## config.mk

```make
export PLATFORM = sky130hd
export DESIGN_NAME = phase_window_cal
export DESIGN_NICKNAME = d
export VERILOG_FILES = /design/src/rtl/phase_cal_pkg.sv /design/src/rtl/pcal_seek.sv /design/src/rtl/pcal_window_scan.sv /design/src/rtl/phase_window_cal.sv
export SDC_FILE = /design/constraint.sdc
export NUM_CORES = 1
export LEC_CHECK = 0
export ABC_AREA = 1
export BUFFER_PORTS_ARGS = -buffer_cell sky130_fd_sc_hd__buf_2
export CELL_PAD_IN_SITES_DETAIL_PLACEMENT = 1
export CELL_PAD_IN_SITES_GLOBAL_PLACEMENT = 2
export CORE_ASPECT_RATIO = 1.5
export CORE_MARGIN = 2
export CORE_UTILIZATION = 37
export DETAILED_ROUTE_END_ITERATION = 16
export PLACE_DENSITY = 0.81
export SYNTH_ARGS = -nofsm -noshare
export SYNTH_HDL_FRONTEND = slang
export SYNTH_HIERARCHICAL = 1
export SYNTH_SLANG_ARGS = --single-unit
export TNS_END_PERCENT = 1
```

## constraint.sdc

```tcl
create_clock -name clk -period 6.8 [get_ports clk]
set_input_delay 0.34 -clock clk [delete_from_list [all_inputs] [get_ports clk]]
set_output_delay 0.34 -clock clk [all_outputs]
set_load 0.05 [all_outputs]
```

## src/rtl/phase_cal_pkg.sv

```systemverilog
package phase_cal_pkg;
  typedef enum logic [2:0] {
    CS_IDLE,
    CS_HOME,
    CS_READ,
    CS_STEP,
    CS_SCAN,
    CS_PARK
  } cal_state_t;
endpackage

```

## src/rtl/pcal_seek.sv

```systemverilog
module pcal_seek #(
  parameter int PW = 5
) (
  input  logic          clk,
  input  logic          rst,
  input  logic          go,
  input  logic [PW-1:0] target,
  input  logic [PW:0]   n_pos,
  output logic          step_req,
  input  logic          step_ack,
  output logic [PW-1:0] cur,
  output logic          done
);
  logic          busy;
  logic [PW-1:0] tgt;
  logic [PW:0]   nxt;

  assign nxt = {1'b0, cur} + 1'b1;

  always_ff @(posedge clk) begin
    if (rst) begin
      busy     <= 1'b0;
      tgt      <= '0;
      cur      <= '0;
      step_req <= 1'b0;
      done     <= 1'b0;
    end else begin
      done <= 1'b0;
      if (go) begin
        busy <= 1'b1;
        tgt  <= target;
      end else if (busy) begin
        if (step_req) begin
          if (step_ack) begin
            step_req <= 1'b0;
            cur      <= (nxt >= n_pos) ? '0 : nxt[PW-1:0];
          end
        end else if (cur == tgt) begin
          busy <= 1'b0;
          done <= 1'b1;
        end else begin
          step_req <= 1'b1;
        end
      end
    end
  end

  // a step request is held until acknowledged
  p_req_hold_r3: assert property (@(posedge clk) disable iff (rst)
    step_req && !step_ack |=> step_req);

  // each acknowledged step moves the position by exactly one or wraps
  p_one_pos_r2: assert property (@(posedge clk) disable iff (rst)
    step_req && step_ack |=> (cur == '0) || (cur == $past(cur) + 1'b1));
endmodule

```

## src/rtl/pcal_window_scan.sv

```systemverilog
module pcal_window_scan #(
  parameter int MAXP = 32,
  parameter int PW   = 5
) (
  input  logic            clk,
  input  logic            rst,
  input  logic            go,
  input  logic            wrap,
  input  logic [PW:0]     n_pos,
  input  logic [MAXP-1:0] pmap,
  output logic            done,
  output logic [PW:0]     len,
  output logic [PW-1:0]   centre
);
  logic            busy;
  logic [PW+1:0]   k;
  logic [PW+1:0]   limit;
  logic [PW+1:0]   idx_w;
  logic [PW-1:0]   idx;
  logic [PW:0]     run, nrun, best;
  logic [PW-1:0]   bend;
  logic [PW+1:0]   s_raw, s_mod, c_raw;

  assign limit = wrap ? ({1'b0, n_pos} << 1) - 1'b1 : {1'b0, n_pos} - 1'b1;
  assign idx_w = (k >= {1'b0, n_pos}) ? k - {1'b0, n_pos} : k;
  assign idx   = idx_w[PW-1:0];

  always_comb begin
    if (pmap[idx])
      nrun = (run == n_pos) ? run : run + 1'b1;
    else
      nrun = '0;
  end

  always_ff @(posedge clk) begin
    if (rst) begin
      busy <= 1'b0;
      k    <= '0;
      run  <= '0;
      best <= '0;
      bend <= '0;
      done <= 1'b0;
    end else begin
      done <= 1'b0;
      if (go) begin
        busy <= 1'b1;
        k    <= '0;
        run  <= '0;
        best <= '0;
        bend <= '0;
      end else if (busy) begin
        run <= nrun;
        if (nrun > best) begin
          best <= nrun;
          bend <= idx;
        end
        if (k == limit) begin
          busy <= 1'b0;
          done <= 1'b1;
        end else begin
          k <= k + 1'b1;
        end
      end
    end
  end

  // start = end + 1 - len (mod N), centre = start + (len-1)/2 (mod N)
  assign s_raw  = {2'b0, bend} + {1'b0, n_pos} + 1'b1 - {1'b0, best};
  assign s_mod  = (s_raw >= {1'b0, n_pos}) ? s_raw - {1'b0, n_pos} : s_raw;
  assign c_raw  = s_mod + {2'b0, (best - 1'b1) >> 1};
  assign len    = best;
  assign centre = (c_raw >= {1'b0, n_pos}) ? c_raw[PW-1:0] - n_pos[PW-1:0]
                                           : c_raw[PW-1:0];

  // the run length never exceeds the number of positions
  p_len_bound_r8: assert property (@(posedge clk) disable iff (rst)
    done |-> best <= n_pos);

  // the scan index always addresses a swept position
  p_idx_range_r5: assert property (@(posedge clk) disable iff (rst)
    busy && !go |-> {1'b0, idx} < n_pos);
endmodule

```

## src/rtl/phase_window_cal.sv

```systemverilog
module phase_window_cal
  import phase_cal_pkg::*;
#(
  parameter int STEPS = 16,
  localparam int MAXP = 2 * STEPS,
  localparam int PW   = $clog2(MAXP),
  localparam int SW   = PW + 1
) (
  input  logic          clk,
  input  logic          rst,
  input  logic          cal_start,
  input  logic          span_double,
  output logic          step_req,
  input  logic          step_ack,
  output logic          rd_start,
  input  logic          rd_done,
  input  logic          rd_pass,
  output logic          cal_done,
  output logic          cal_fail,
  output logic [PW-1:0] phase_out,
  output logic [SW-1:0] win_size
);
  cal_state_t      st;
  logic [PW:0]     n_pos;
  logic            wrap_r;
  logic [PW-1:0]   pos;
  logic [MAXP-1:0] pmap;
  logic            sk_go, sk_done;
  logic [PW-1:0]   sk_tgt, sk_cur;
  logic            sc_go, sc_done;
  logic [PW:0]     sc_len, res_len;
  logic [PW-1:0]   sc_centre, res_ph;

  pcal_seek #(.PW(PW)) u_seek (
    .clk(clk), .rst(rst), .go(sk_go), .target(sk_tgt), .n_pos(n_pos),
    .step_req(step_req), .step_ack(step_ack), .cur(sk_cur), .done(sk_done)
  );

  pcal_window_scan #(.MAXP(MAXP), .PW(PW)) u_scan (
    .clk(clk), .rst(rst), .go(sc_go), .wrap(wrap_r), .n_pos(n_pos),
    .pmap(pmap), .done(sc_done), .len(sc_len), .centre(sc_centre)
  );

  always_ff @(posedge clk) begin
    if (rst) begin
      st        <= CS_IDLE;
      n_pos     <= SW'(STEPS);
      wrap_r    <= 1'b1;
      pos       <= '0;
      pmap      <= '0;
      sk_go     <= 1'b0;
      sk_tgt    <= '0;
      sc_go     <= 1'b0;
      res_len   <= '0;
      res_ph    <= '0;
      rd_start  <= 1'b0;
      cal_done  <= 1'b0;
      cal_fail  <= 1'b0;
      phase_out <= '0;
      win_size  <= '0;
    end else begin
      sk_go    <= 1'b0;
      sc_go    <= 1'b0;
      cal_done <= 1'b0;
      case (st)
        CS_IDLE: if (cal_start) begin
          n_pos  <= span_double ? SW'(MAXP) : SW'(STEPS);
          wrap_r <= !span_double;
          sk_tgt <= '0;
          sk_go  <= 1'b1;
          st     <= CS_HOME;
        end
        CS_HOME: if (sk_done) begin
          pos      <= '0;
          rd_start <= 1'b1;
          st       <= CS_READ;
        end
        CS_READ: if (rd_done) begin
          rd_start  <= 1'b0;
          pmap[pos] <= rd_pass;
          if ({1'b0, pos} == n_pos - 1'b1) begin
            sc_go <= 1'b1;
            st    <= CS_SCAN;
          end else begin
            sk_tgt <= pos + 1'b1;
            sk_go  <= 1'b1;
            st     <= CS_STEP;
          end
        end
        CS_STEP: if (sk_done) begin
          pos      <= pos + 1'b1;
          rd_start <= 1'b1;
          st       <= CS_READ;
        end
        CS_SCAN: if (sc_done) begin
          res_len <= sc_len;
          res_ph  <= (sc_len == '0) ? '0 : sc_centre;
          sk_tgt  <= (sc_len == '0) ? '0 : sc_centre;
          sk_go   <= 1'b1;
          st      <= CS_PARK;
        end
        CS_PARK: if (sk_done) begin
          cal_done  <= 1'b1;
          phase_out <= res_ph;
          win_size  <= res_len;
          cal_fail  <= (res_len == '0);
          st        <= CS_IDLE;
        end
        default: st <= CS_IDLE;
      endcase
    end
  end

  // a read request is held until the engine answers
  p_rd_hold_r3: assert property (@(posedge clk) disable iff (rst)
    rd_start && !rd_done |=> rd_start);

  // never a step and a read outstanding together
  p_single_flight_r3: assert property (@(posedge clk) disable iff (rst)
    !(step_req && rd_start));

  // done only once the shifter stands at the reported phase
  p_parked_r10: assert property (@(posedge clk) disable iff (rst)
    cal_done |-> sk_cur == phase_out);

  // done is a single-cycle pulse
  p_done_pulse_r10: assert property (@(posedge clk) disable iff (rst)
    cal_done |=> !cal_done);

  // the fail flag goes with a zero size and phase 0
  p_fail_zero_r9: assert property (@(posedge clk) disable iff (rst)
    cal_done && cal_fail |-> win_size == '0 && phase_out == '0);

  // a successful calibration reports a size within 1..N
  p_size_range_r8: assert property (@(posedge clk) disable iff (rst)
    cal_done && !cal_fail |-> win_size != '0 && win_size <= n_pos);
endmodule

```

==> flow_metrics.env <==
export IMPL_synth_top_cells_by_area="sky130_fd_sc_hd__dfxtp_1, sky130_fd_sc_hd__nand2_1, sky130_fd_sc_hd__ha_1, sky130_fd_sc_hd__inv_1, sky130_fd_sc_hd__a21oi_1"
export IMPL_post_place_ws_ns=0.281
export IMPL_grt_ovfl_total=0
export IMPL_core_area_mm2=0.0203
export IMPL_timing_hold_worst_class="input pin to flip-flop"
export IMPL_hpwl_um=16600
export IMPL_antenna_found_initial=0
export IMPL_finClkSkew_ns=0.00713
export IMPL_instances_no_fill=1398
export IMPL_synth_most_common_cell="sky130_fd_sc_hd__nand2_1"
export IMPL_top_cells_by_instance_count_after_synthesis="sky130_fd_sc_hd__nand2_1, sky130_fd_sc_hd__inv_1, sky130_fd_sc_hd__dfxtp_1, sky130_fd_sc_hd__a21oi_1, sky130_fd_sc_hd__nand3_1"
export IMPL_maxSlewViolCount=0
export IMPL_max_stage_delay_on_crit_path_ns=0.52
export IMPL_slowest_cp_cell="sky130_fd_sc_hd__fa_1"
export IMPL_cts_hold_repair_buffers=0
export IMPL_num_vias=7046
export IMPL_clockBufferDepth=2
export IMPL_worst_skew_pair_late_latency_ns=0.43
export IMPL_critPathMostFrequentCell="sky130_fd_sc_hd__nor2_1"
export IMPL_tritoncts_num_buffers=17
export IMPL_hold_path_endpoint="n_pos[5]"
export IMPL_report_final_hold_viol_count=0
export IMPL_ios=22
export IMPL_setup_total_negative_slack_ns=0
export IMPL_final_layout_size_suffix_gt1_share_pct=10.9
export IMPL_cts_setup_buffers=0
export IMPL_finalNetCount=1190
export IMPL_timing_final_crit_share_pct=91.4
export IMPL_tritoncts_num_sinks=113
export IMPL_r2r_start="u_scan/len[2]"
export IMPL_wl_um=22500
export IMPL_finalWeightedCongestion=0.832
export IMPL_place_detailed_instances=1366
export IMPL_htree_levels=4
export IMPL_numPortBuffers=21
export IMPL_synth_edff_count=0
export IMPL_fin_worst_hold_slack_ns=0.293
export IMPL_drtPass1Iterations=6
export IMPL_rows=64
export IMPL_tightest_slew_ns=0.894
export IMPL_rrSetupSlack_ns=0.58
export IMPL_required_ns=7.13
export IMPL_finalSetupViolations=0
export IMPL_die_area_mm2=0.0219
export IMPL_via_count_of_the_first_global_routing_pass=7369
export IMPL_yosys_register_bits=113
export IMPL_critPathCaptureType="flip-flop"
export IMPL_totalPowerFinal_mw=2.63
export IMPL_drcViolationCount=0
export IMPL_yosysWarnings=6
export IMPL_leakage_nw=3.90
export IMPL_wire_length_of_the_first_global_routing_pass_um=37200
export IMPL_syn_instance_count=1083
export IMPL_setup_repair_after_global_routing_missed_its_margin="false"
export IMPL_floorplan_initialDensity_pct=37.7
export IMPL_timing_rr_end="sk_tgt[2]"
export IMPL_timing_hold_worst_path_depth=3
export IMPL_synth_seq_area_share_pct=29.5
export IMPL_post_route_min_period_ns=6.22
export IMPL_tritoncts="yes"
export IMPL_cts_clk_slew_worst_paths_ns=0.06
export IMPL_area_share_of_the_largest_cell_type_after_synthesis_pct=29.5
export IMPL_postSynth_asyncResetShare_pct=0
export IMPL_fillCellCount=2622
export IMPL_status="completed"
export IMPL_yosys_most_used_dff="sky130_fd_sc_hd__dfxtp_1"
export IMPL_timing_hold_worst_start="span_double"
export IMPL_cap_violations=0
export IMPL_setup_worst_path_class="flip-flop to flip-flop"
export IMPL_post_cts_resize_count=0
export IMPL_timing_fmax_ghz=0.161
export IMPL_antenna_cells_inserted=0
export IMPL_routed_wire_per_std_cell_um=16.1
export IMPL_antenna_left=0
export IMPL_signal_arrival_time_at_the_worst_endpoint_ns=6.54
export IMPL_synthesis_to_finish_area_growth_pct=14.0
export IMPL_slew_limit_headroom_pct=40.3
export IMPL_synth_lib_cells_used_distinct=54
export IMPL_power_per_cell_area_mw_per_mm2=301
export IMPL_r2r_worst_path_cells=33
export IMPL_postLayoutSetupSlackWorst_ns=0.583
export IMPL_die_y_um=180
export IMPL_syn_area_mm2=0.00766
export IMPL_root_buffer="sky130_fd_sc_hd__clkbuf_16"
export IMPL_vdd_ir_drop_max_v=0.000178
export IMPL_grt_util_all_layers_pct=21.6
export IMPL_synth_top_area_cell="sky130_fd_sc_hd__dfxtp_1"
export IMPL_startpoint_class_of_the_critical_path="flip-flop"
export IMPL_viasPerCell=5.04
export IMPL_post_synth_cell_area_avg_um2=7.07
export IMPL_first_iter_violations=285
export IMPL_die_width_um=121
export IMPL_timing_critical_path_fanout_max=13
export IMPL_grt_max_degree=61
-- layout by cell type, fill, tap and decap left out, drive strengths merged, types with 23 or more instances in the layout --
cell type / count
buf: 29
o21ai: 66
xor2: 35
nor2: 82
nand2: 269
conb: 23
a21oi: 109
inv: 134
dfxtp: 113
nand3: 100
ha: 53
-- where the power goes --
| group | switching, mW | internal, mW | total, mW |
|---|---|---|---|
| clock | 0.336 | 0.715 | 1.05 |
| sequential | 0.00969 | 0.677 | 0.686 |
| combinational | 0.559 | 0.334 | 0.893 |
| total | 0.905 | 1.73 | 2.63 |
-- logic make-up after synthesis --
| family | after synthesis | synth area share, % |
|---|---|---|
| AOI/OAI and AO/OA | 198 | 14.6 |
| xor gates and xnor gates | 47 | 5.37 |
| other | 1 | 0.0489 |
| and+or+nand+nor | 494 | 30.1 |
| DFF | 113 | 29.5 |
| adders and majority gates | 62 | 11.0 |
| buffers and inverters | 168 | 9.28 |
-- registers in the layout, indices dropped and copies added (netlist names), 2 cells and up --
signal	flops
u_seek/cur	5
phase_out	5
pmap	32
u_scan/run	6
res_ph	5
u_seek/tgt	5
win_size	6
u_scan/k	7
pos	5
n_pos	2
st	3
sk_tgt	5
res_len	6
u_scan/bend	5
u_scan/len	6
-- metal layers --
layer	routed length [um]	vias to the layer above	GRT usage (%)
met5	0	-	0
met4	446	0	7.13
met3	456	33	3.51
met2	11800	65	39.9
met1	9720	3357	24.9
li1	-	3591	-
-- stage by stage --
stage | area [um^2] | util [%]
after CTS | 8720 | 42.9
after floorplan | 7740 | -
after global placement | 8050 | 39.6
after global routing | 8730 | 42.9
after detailed placement | 8050 | 39.6
final | 8730 | 42.9
-- worst max-delay path, delay by kind of cell (launching register included) --
family	cells	cell delay (ns)
simple gates	13	1.28
buf+inv	2	0.10
fa+ha+maj	6	2.12
compound gates	10	1.81
xor+xnor	2	0.41
flops	1	0.37
-- how the worst max path moves through the flow --
stage                             start   endpoint  depth (start not counted)
after floorplan           u_scan/len[2]  sk_tgt[1]                         34
after global placement    u_scan/len[2]  sk_tgt[2]                         33
after detailed placement  u_scan/len[2]  sk_tgt[2]                         33
after CTS                 u_scan/len[2]  sk_tgt[2]                         33
after global routing      u_scan/len[2]  sk_tgt[2]                         33
final                     u_scan/len[2]  sk_tgt[2]                         33
-- layout make-up --
class                      instances  area, um^2  area share (%)
multi-input combinational        824        4780            54.7
sequential                       113        2260            25.9
inverter                         136         517            5.92
clock buffer                      22         474            5.43
tap                              264         330            3.78
clock inverter                    10         204            2.33
timing repair buffer              29         165            1.89
Power figures use the tool's default switching activity.
